`src/rtl/xbar_pkg.sv`:
```
package xbar_pkg;
  localparam int C_GPIO   = 0;
  localparam int C_U0TX   = 1;
  localparam int C_U0RX   = 2;
  localparam int C_SCK    = 3;
  localparam int C_MISO   = 4;
  localparam int C_MOSI   = 5;
  localparam int C_NSS    = 6;
  localparam int C_SDA    = 7;
  localparam int C_SCL    = 8;
  localparam int C_CMP    = 9;
  localparam int C_CC0    = 10;
  localparam int U0TX_PIN = 4;
  localparam int U0RX_PIN = 5;
endpackage

```
`src/rtl/xbar_request.sv`:
```
module xbar_request #(
  parameter int CC_MAX  = 5,
  parameter int CNT_W   = 3,
  parameter int NUM_SIG = 10 + CC_MAX
) (
  input  logic               xbar_en,
  input  logic               uart_en,
  input  logic               spi_en,
  input  logic               spi_4wire,
  input  logic               twi_en,
  input  logic               cmp_en,
  input  logic [CNT_W-1:0]   cc_count,
  input  logic               eci_en,
  output logic [NUM_SIG-1:0] req
);
  import xbar_pkg::*;

  logic [CNT_W-1:0] cc_eff;

  always_comb begin
    cc_eff = (int'(cc_count) > CC_MAX) ? CNT_W'(CC_MAX) : cc_count;
    req = '0;
    if (xbar_en) begin
      req[C_U0TX-1] = uart_en;
      req[C_U0RX-1] = uart_en;
      req[C_SCK-1]  = spi_en;
      req[C_MISO-1] = spi_en;
      req[C_MOSI-1] = spi_en;
      req[C_NSS-1]  = spi_en & spi_4wire;
      req[C_SDA-1]  = twi_en;
      req[C_SCL-1]  = twi_en;
      req[C_CMP-1]  = cmp_en;
      for (int j = 0; j < CC_MAX; j++)
        req[C_CC0-1+j] = (j < int'(cc_eff));
      req[C_CC0-1+CC_MAX] = eci_en;
    end
  end
endmodule

```
`src/rtl/xbar_lowest_free.sv`:
```
module xbar_lowest_free #(
  parameter int N     = 16,
  parameter int IDX_W = $clog2(N)
) (
  input  logic [N-1:0]     busy,
  output logic             found,
  output logic [IDX_W-1:0] idx
);
  always_comb begin
    found = 1'b0;
    idx   = '0;
    for (int i = N - 1; i >= 0; i--) begin
      if (!busy[i]) begin
        found = 1'b1;
        idx   = IDX_W'(i);
      end
    end
  end
endmodule

```
`src/rtl/prio_io_crossbar.sv`:
```
module prio_io_crossbar #(
  parameter int NUM_PINS = 16,
  parameter int CC_MAX   = 5,
  parameter int CNT_W    = 3,
  parameter int NUM_SIG  = 10 + CC_MAX,
  parameter int CODE_W   = $clog2(NUM_SIG + 1),
  parameter int PIN_W    = $clog2(NUM_PINS)
) (
  input  logic                             clk,
  input  logic                             rst_n,
  input  logic                             xbar_en,
  input  logic                             uart_en,
  input  logic                             spi_en,
  input  logic                             spi_4wire,
  input  logic                             twi_en,
  input  logic                             cmp_en,
  input  logic [CNT_W-1:0]                 cc_count,
  input  logic                             eci_en,
  input  logic [NUM_PINS-1:0]              skip_mask,
  output logic [NUM_PINS-1:0][CODE_W-1:0]  pin_sel,
  output logic [NUM_SIG-1:0][PIN_W-1:0]    sig_pin,
  output logic [NUM_SIG-1:0]               sig_valid,
  output logic                             overflow
);
  import xbar_pkg::*;

  localparam logic [NUM_PINS-1:0] ONE_HOT0 = {{(NUM_PINS-1){1'b0}}, 1'b1};
  localparam logic [NUM_PINS-1:0] UART_PINS =
    (ONE_HOT0 << U0TX_PIN) | (ONE_HOT0 << U0RX_PIN);

  logic [NUM_SIG-1:0]  req;
  logic [NUM_PINS-1:0] busy_chain [NUM_SIG+1];
  logic [PIN_W-1:0]    pin_c      [NUM_SIG];
  logic                valid_c    [NUM_SIG];
  logic                miss_c     [NUM_SIG];

  xbar_request #(.CC_MAX(CC_MAX), .CNT_W(CNT_W), .NUM_SIG(NUM_SIG)) u_req (
    .xbar_en(xbar_en), .uart_en(uart_en), .spi_en(spi_en),
    .spi_4wire(spi_4wire), .twi_en(twi_en), .cmp_en(cmp_en),
    .cc_count(cc_count), .eci_en(eci_en), .req(req)
  );

  // Fixed UART pins count as taken only while the UART is actually requested.
  assign busy_chain[0] = skip_mask | (req[C_U0TX-1] ? UART_PINS : '0);

  for (genvar k = 0; k < NUM_SIG; k++) begin : g_stage
    if (k + 1 == C_U0TX || k + 1 == C_U0RX) begin : g_fixed
      assign pin_c[k]        = PIN_W'((k + 1 == C_U0TX) ? U0TX_PIN : U0RX_PIN);
      assign valid_c[k]      = req[k];
      assign miss_c[k]       = 1'b0;
      assign busy_chain[k+1] = busy_chain[k];
    end else begin : g_walk
      logic found;
      logic [PIN_W-1:0] idx;
      xbar_lowest_free #(.N(NUM_PINS), .IDX_W(PIN_W)) u_free (
        .busy(busy_chain[k]), .found(found), .idx(idx)
      );
      assign pin_c[k]        = idx;
      assign valid_c[k]      = req[k] & found;
      assign miss_c[k]       = req[k] & ~found;
      assign busy_chain[k+1] = busy_chain[k] | (valid_c[k] ? (ONE_HOT0 << idx) : '0);
    end
  end

  logic [NUM_PINS-1:0][CODE_W-1:0] nxt_sel;
  logic [NUM_SIG-1:0][PIN_W-1:0]   nxt_pin;
  logic [NUM_SIG-1:0]              nxt_valid;
  logic                            nxt_ovf;

  always_comb begin
    nxt_sel = '0;
    nxt_ovf = 1'b0;
    for (int k = 0; k < NUM_SIG; k++) begin
      nxt_valid[k] = valid_c[k];
      nxt_pin[k]   = valid_c[k] ? pin_c[k] : '0;
      nxt_ovf      = nxt_ovf | miss_c[k];
      if (valid_c[k]) nxt_sel[pin_c[k]] = CODE_W'(k + 1);
    end
  end

  always_ff @(posedge clk or negedge rst_n) begin
    if (!rst_n) begin
      pin_sel   <= '0;
      sig_pin   <= '0;
      sig_valid <= '0;
      overflow  <= 1'b0;
    end else begin
      pin_sel   <= nxt_sel;
      sig_pin   <= nxt_pin;
      sig_valid <= nxt_valid;
      overflow  <= nxt_ovf;
    end
  end
endmodule

```
`config.mk`:
```
export PLATFORM = sky130hd
export DESIGN_NAME = prio_io_crossbar
export DESIGN_NICKNAME = d
export VERILOG_FILES = /design/src/rtl/xbar_pkg.sv /design/src/rtl/xbar_request.sv /design/src/rtl/xbar_lowest_free.sv /design/src/rtl/prio_io_crossbar.sv
export SDC_FILE = /design/constraint.sdc
export NUM_CORES = 1
export LEC_CHECK = 0
export BUFFER_PORTS_ARGS = -buffer_cell sky130_fd_sc_hd__buf_2
export CORE_ASPECT_RATIO = 0.5
export CORE_MARGIN = 2
export CORE_UTILIZATION = 48
export CTS_CLUSTER_DIAMETER = 40
export DETAILED_ROUTE_END_ITERATION = 6
export PLACE_DENSITY_LB_ADDON = 0.25
export SKIP_CTS_REPAIR_TIMING = 1
export SLEW_MARGIN = 20
export SYNTH_ARGS = -nofsm -noshare
export SYNTH_HDL_FRONTEND = slang
export SYNTH_SLANG_ARGS = --single-unit
```
`constraint.sdc`:
```
create_clock -name clk -period 1.61 [get_ports clk]
set_clock_uncertainty 0.1 [all_clocks]
set_input_delay 0.0805 -clock clk [delete_from_list [all_inputs] [get_ports clk]]
set_output_delay 0.0805 -clock clk [all_outputs]
set_load 0.02 [all_outputs]
```
==> flow_summary.ini, run 1 <==
[yosys]
synth.avg_cell_area_um2 = 7.55
synth-edff-count = 0
ys_async_sr_fraction_pct = 100
yosysUniqueCellTypes = 125
synth_area_mm2 = 0.0125
netlist_top_cells_area = dfrtp_1 26%, nor2_1 6.8%, nand2_1 6.0%, a21oi_1 4.9%, nand3_1 3.4%
synth_top_area_share_pct = 26.1
synth-seq-cells = 131
synthFlopType = dfrtp_1
synthCells = 1661
ys_seq_area_share_pct = 26.1
synth_top_cell_by_area = dfrtp_1
synth_warnings = 0

[placement]
placed_area_mm2 = 0.0209
dp_hpwl_um = 62200
portBuffers = 162
dp_slack_ps = -12650
gp_congestion = 1.23

[floorplanning]
initial_utilization_pct = 49.3
die_w_um = 233
io_pins = 168
fp-row-count = 41
die_h_um = 118

[status]
status = aborted with a tool error
first-error = [ERROR GRT-0232] Routing congestion too high. Check the congestion heatmap in the GUI.
lastStage = global routing (5_1_grt)

[grt]
gr-usage-all-layers_pct = 78.2
grt_max_degree = 43
overflow = 21

[clock_network]
cts_buffers = 17
root_buffer = clkbuf_16
htree_levels = 4
cts_sinks = 131
cts.path.max_buffers = 2
-- Yosys cell counts, types with 8 or more instances --
library cell	number
nor3_1	59
o211ai_1	33
o21a_1	23
buf_4	13
a21boi_1	10
a21oi_2	10
and2_1	36
a21oi_1	122
o31ai_1	8
o211a_1	12
or3_1	15
o31ai_2	8
nor2b_1	9
o21ai_1	35
a21o_1	27
nand3_1	86
and4_1	8
nand2b_1	22
clkbuf_1	25
nor4_1	21
o21ai_0	83
inv_1	24
o31a_1	15
or2_2	9
a31oi_1	40
a211oi_1	18
o22ai_1	8
nor2_1	226
a31o_2	11
nand2_1	201
nand4_1	37
buf_2	11
dfrtp_1	131
and3_1	15
-- cells by family after synthesis --
| family | count (synthesis) | synth area share [%] |
|---|---|---|
| other cells | 1 | 0.0299 |
| simple gates | 805 | 32.2 |
| compound gates | 638 | 37.9 |
| fa+ha+maj | 5 | 0.409 |
| buf+inv | 75 | 2.80 |
| mux | 5 | 0.419 |
| xor+xnor | 1 | 0.0698 |
| flops | 131 | 26.1 |
-- stage by stage --
step | cells | utilization (%)
CTS | 3035 | 84.5
global placement | 3003 | 82.1
floorplan | 1665 | -
detailed placement | 3003 | 82.1
-- routing by layer --
layer	overflow	track usage [%]
met3	2	74.7
met4	6	67.4
met5	0	55.7
met1	1	79.1
met2	12	87.2
==> inputs of run 2 (changes only) <==
- CORE_ASPECT_RATIO: 0.5 -> unset
- CORE_UTILIZATION: 48 -> 33
- CTS_CLUSTER_DIAMETER: 40 -> unset
- PLACE_DENSITY_LB_ADDON: 0.25 -> 0.15
==> flow_summary.ini, run 2 <==
[status]
status = finished with violations
failed_checks = negative hold slack, negative setup slack

[clock_network]
cts_buffers = 17
root_buffer = clkbuf_16
cts.clk_slew.worst_paths_ps = 80
cts_tree = done
htree_levels = 4
cts.path.max_buffers = 2
cts_sinks = 131

[routing]
wl_per_cell_um = 24.5
drt_iter0_drc = 2010
ant_nets = 0
drc_errors = 0
vias_per_cell = 5.87
dr.pass1.iters = 6
vias = 19900
drt-total-wl_um = 83200

[sta]
tightest_slew_ps = 1070
hold_viol = 1
slew_violations = 0
setup_viol = 125
fmax_mhz = 73.1
min_period_ps = 13680
hold_slack_ps = -78.0
setup_tns_ps = -1062920
rsz0062_at_grt = yes
maxSlewHeadroom_pct = 28.0
finalCritPeriodShare_pct = 849
fin_ws_ps = -12070

[grt]
overflow = 0
gr-usage-all-layers_pct = 40.2
met1_usage_pct = 53.8
grt_max_degree = 58
use_met3_pct = 7.68
grt.busiest_layer = met2
grt_pass1_vias = 18400
grt_pass1_wl_um = 117000
antenna_found_initial = 1
met2_usage_pct = 62.4

[power]
p_leak_nw = 12.0
powerDensity_mw_per_mm2 = 733
peakVddDrop_mv = 0.858

[floorplanning]
io_pins = 168
core-area_mm2 = 0.0376
die_w_um = 199
die_area_mm2 = 0.0396
initial_utilization_pct = 33.4
die_h_um = 199
fp-row-count = 71

[yosys]
synth-edff-count = 0
synth.avg_cell_area_um2 = 7.55
netlist_top_cells_area = dfrtp_1 26%, nor2_1 6.8%, nand2_1 6.0%, a21oi_1 4.9%, nand3_1 3.4%
synth_area_mm2 = 0.0125
synthCells = 1661
yosysUniqueCellTypes = 125
synth_common_cells = 226 x nor2_1, 201 x nand2_1, 131 x dfrtp_1
synth_top_area_share_pct = 26.1
synth-seq-cells = 131
synthFlopType = dfrtp_1
yosysMostFrequentCell = nor2_1
ys_async_sr_fraction_pct = 100
ys_seq_area_share_pct = 26.1
synth_top_cell_by_area = dfrtp_1
synth_warnings = 0

[setup_path]
cp_slowest_stage_delay_ps = 600
critPathSlowestCell = or4_4
end_kind = flip-flop
crit_path_start_kind = input pin
crit_type = in -> reg
cp_max_fo = 7
cp_data_required_time_ps = 1920
worstPathArrival_ps = 13990
cp_common_cell = buf_4

[cells_and_area]
layout_commonest_cell = buf_4
fillers = 3244
num-nets-final = 2898
largest_reg_flops = 64
final_layout_size_suffix_gt1_share_pct = 59.5
fin_util_pct = 67.5
antenna_cells = 0
mostFrequentLayoutCells = 1015 x buf_4, 189 x nor2_1, 180 x nand2_1
largest-register = pin_sel
seq_area_mm2 = 0.00328
syn_to_final_growth_pct = 102
multi_input_area_mm2 = 0.0116
fin_area_mm2 = 0.0254
top_regs = pin_sel x64, sig_pin x52, sig_valid x14

[placement]
gp_congestion = 1.03
placed_area_mm2 = 0.0216
dp_slack_ps = -13060
dp_hpwl_um = 68400
portBuffers = 162

[job]
drv_cap = 0

[hold_path]
worstHoldPathType = in -> reg
run 2: cell type report:
cell class	count	share of cell area, %
clock inverter	15	0.621
inverter	24	0.365
multi-input combinational	1460	45.6
tap	511	2.52
clock buffer	17	1.68
sequential	131	12.9
timing repair buffer	1236	36.3
run 2: logic make-up (layout without fill, tap and decap cells):
group,Yosys count,after routing,synth area share [%]
simple gates,805,805,32.2
compound gates,638,639,37.9
flops,131,131,26.1
buf+inv,75,1292,2.80
fa+ha+maj,5,5,0.409
mux,5,5,0.419
other cells,1,5,0.0299
xor+xnor,1,1,0.0698
run 2: worst max-delay path, delay by kind of cell:
family	cells	cell delay, ps
AO/OA/AOI/OAI	33	8360
buffers and inverters	12	1910
AND/OR/NAND/NOR	15	3560
run 2: final timing paths:
kind | start | endpoint | slack [ps] | depth (start not counted)
worst max-delay path | xbar_en | pin_sel[58] | -12070 | 60
min in group asynchronous | rst_n | sig_valid[5] | 30 | 3
max in group asynchronous | rst_n | sig_pin[55] | 1020 | 3
worst min-delay path | eci_en | sig_pin[58] | -80 | 4
run 2: report_power, final:
part	internal [W]	switching, W
Sequential	0.00362	0.0000874
Combinational	0.00490	0.00599
Clock	0.00207	0.00194
run 2: routing by layer:
metal  wire, um  part of all wire [%]
met1      34400                    41
met2      36300                    44
met3       7760                   9.3
met4       4730                   5.7
met5         25                 0.030
run 2: per-stage QoR:
stage               instances  hold WS, ps  total power, W
global route             3394        -68.7          0.0193
global placement         3239         -152          0.0125
CTS                      3271         -653          0.0166
floorplan                1665         -315         0.00773
detailed placement       3239         -142          0.0125
finish                   3394        -78.0          0.0186
Power figures use the tool's default switching activity.
==> inputs of run 3 (changes only) <==
- TNS_END_PERCENT: unset -> 1
==> flow_summary.ini, run 3 (synthesis results as in run 2) <==
[cells_and_area]
mostFrequentLayoutCells = 1009 x buf_4, 199 x nor2_1, 191 x nand2_1
syn_to_final_growth_pct = 90.5
layout_commonest_cell = buf_4
final_cells = 3345
largest-register = pin_sel
multi_input_area_mm2 = 0.0107
largest_reg_flops = 64
seq_area_mm2 = 0.00328
fillers = 3375
num-nets-final = 2848
top_regs = pin_sel x64, sig_pin x52, sig_valid x14
final_layout_size_suffix_gt1_share_pct = 55.2

[clock_network]
cts_sinks = 131
cts.path.max_buffers = 2
htree_levels = 4
root_buffer = clkbuf_16
cts_buffers = 17
cts_tree = done
cts.clk_slew.worst_paths_ps = 80

[sta]
tightest_slew_ps = 883
fmax_mhz = 73.2
finalCritPeriodShare_pct = 848
hold_viol = 2
min_period_ps = 13660
maxSlewHeadroom_pct = 40.9
fin_ws_ps = -12050
hold_slack_ps = -31.1
rsz0062_at_grt = yes
setup_viol = 125
slew_violations = 0

[setup_path]
cp_max_fo = 8
crit_type = in -> reg
critPathSlowestCell = or4_4
cp_common_cell = buf_4
crit_path_start_kind = input pin
cp_data_required_time_ps = 1840
cp_slowest_stage_delay_ps = 510
worstPathArrival_ps = 13890
crit_buf_inv = 15
cp_top_family = compound AO/OA/AOI/OAI gates
end_kind = flip-flop

[hold_path]
min_to = sig_pin[58]
worstHoldPathType = in -> reg
min_path_cells = 4
hp-start = eci_en

[status]
failed_checks = negative hold slack, negative setup slack
status = finished with violations

[power]
peakVddDrop_mv = 0.778
p_leak_nw = 11.5
powerDensity_mw_per_mm2 = 743

[placement]
portBuffers = 162
dp_slack_ps = -13170
dp_hpwl_um = 68400
gp_congestion = 1.04
placed_cells = 3246

[routing]
wl_per_cell_um = 24.6
drt-total-wl_um = 82300
vias = 19400
drc_errors = 0
drt_iter0_drc = 1827
ant_nets = 0
dr.pass1.iters = 6
vias_per_cell = 5.80

[floorplanning]
core-area_mm2 = 0.0376
die_h_um = 199
die_w_um = 199
fp-row-count = 71
die_area_mm2 = 0.0396
io_pins = 168
initial_utilization_pct = 33.4

[grt]
grt_pass1_wl_um = 117000
gr-usage-all-layers_pct = 40.5
grt_pass1_vias = 18600
grt_max_degree = 63
overflow = 0
antenna_found_initial = 3

[job]
drv_cap = 0
-- run 3: changes by cell type in the layout (fill, tap and decap cells not counted), sizes merged --
cell	change
clkinv	+1
inv	-2
dlygate4sd3	+1
clkinvlp	-1
a21bo	-1
diode	+2
bufinv	+1
buf	-50
-- run 3: worst max path at each step --
stage                            start          end  depth (start not counted)
final                          uart_en  pin_sel[24]                         62
after global routing           uart_en  pin_sel[59]                         58
after CTS                      xbar_en  pin_sel[27]                         59
after detailed placement       xbar_en  pin_sel[63]                         58
after global placement         xbar_en  pin_sel[59]                         60
after floorplan           skip_mask[9]  pin_sel[18]                         51
-- run 3: final cells by class --
type	instances	area share (%)
inverter	24	0.377
clock inverter	14	0.597
timing repair buffer	1187	36.2
clock buffer	17	1.78
antenna	2	0.0209
sequential	131	13.7
multi-input combinational	1459	44.7
tap	511	2.68
-- run 3: where the power goes --
part / switching [W] / internal, W / leakage [nW]
clock network: 0.00191 / 0.00216 / 0.275
registers: 0.0000965 / 0.00362 / 1.76
logic: 0.00560 / 0.00437 / 9.47
total: 0.00761 / 0.0102 / 11.5
-- run 3: stage by stage --
| step | hold WS [ps] | utilization, % | power, W | TNS, ps | instance area [um^2] |
|---|---|---|---|---|---|
| after global placement | -160 | 57.4 | 0.0125 | -1179330 | 21600 |
| after detailed placement | -156 | 57.4 | 0.0126 | -1186570 | 21600 |
| after CTS | -671 | 58.9 | 0.0167 | -1132460 | 22100 |
| after global routing | -38.4 | 63.6 | 0.0184 | -1099980 | 23900 |
| after floorplan | -315 | - | 0.00768 | -962640 | 13100 |
| final | -31.1 | 63.6 | 0.0178 | -1062330 | 23900 |
-- run 3: metal layers --
metal | part of all wire (%) | global-route usage, % | wire length, um | vias up
met5 | 0.030 | 0 | 25 | -
li1 | - | - | - | 8767
met2 | 43 | 63.0 | 35700 | 1064
met4 | 5.1 | 18.7 | 4230 | 4
met1 | 42 | 53.5 | 34900 | 9321
met3 | 9.1 | 8.73 | 7460 | 236
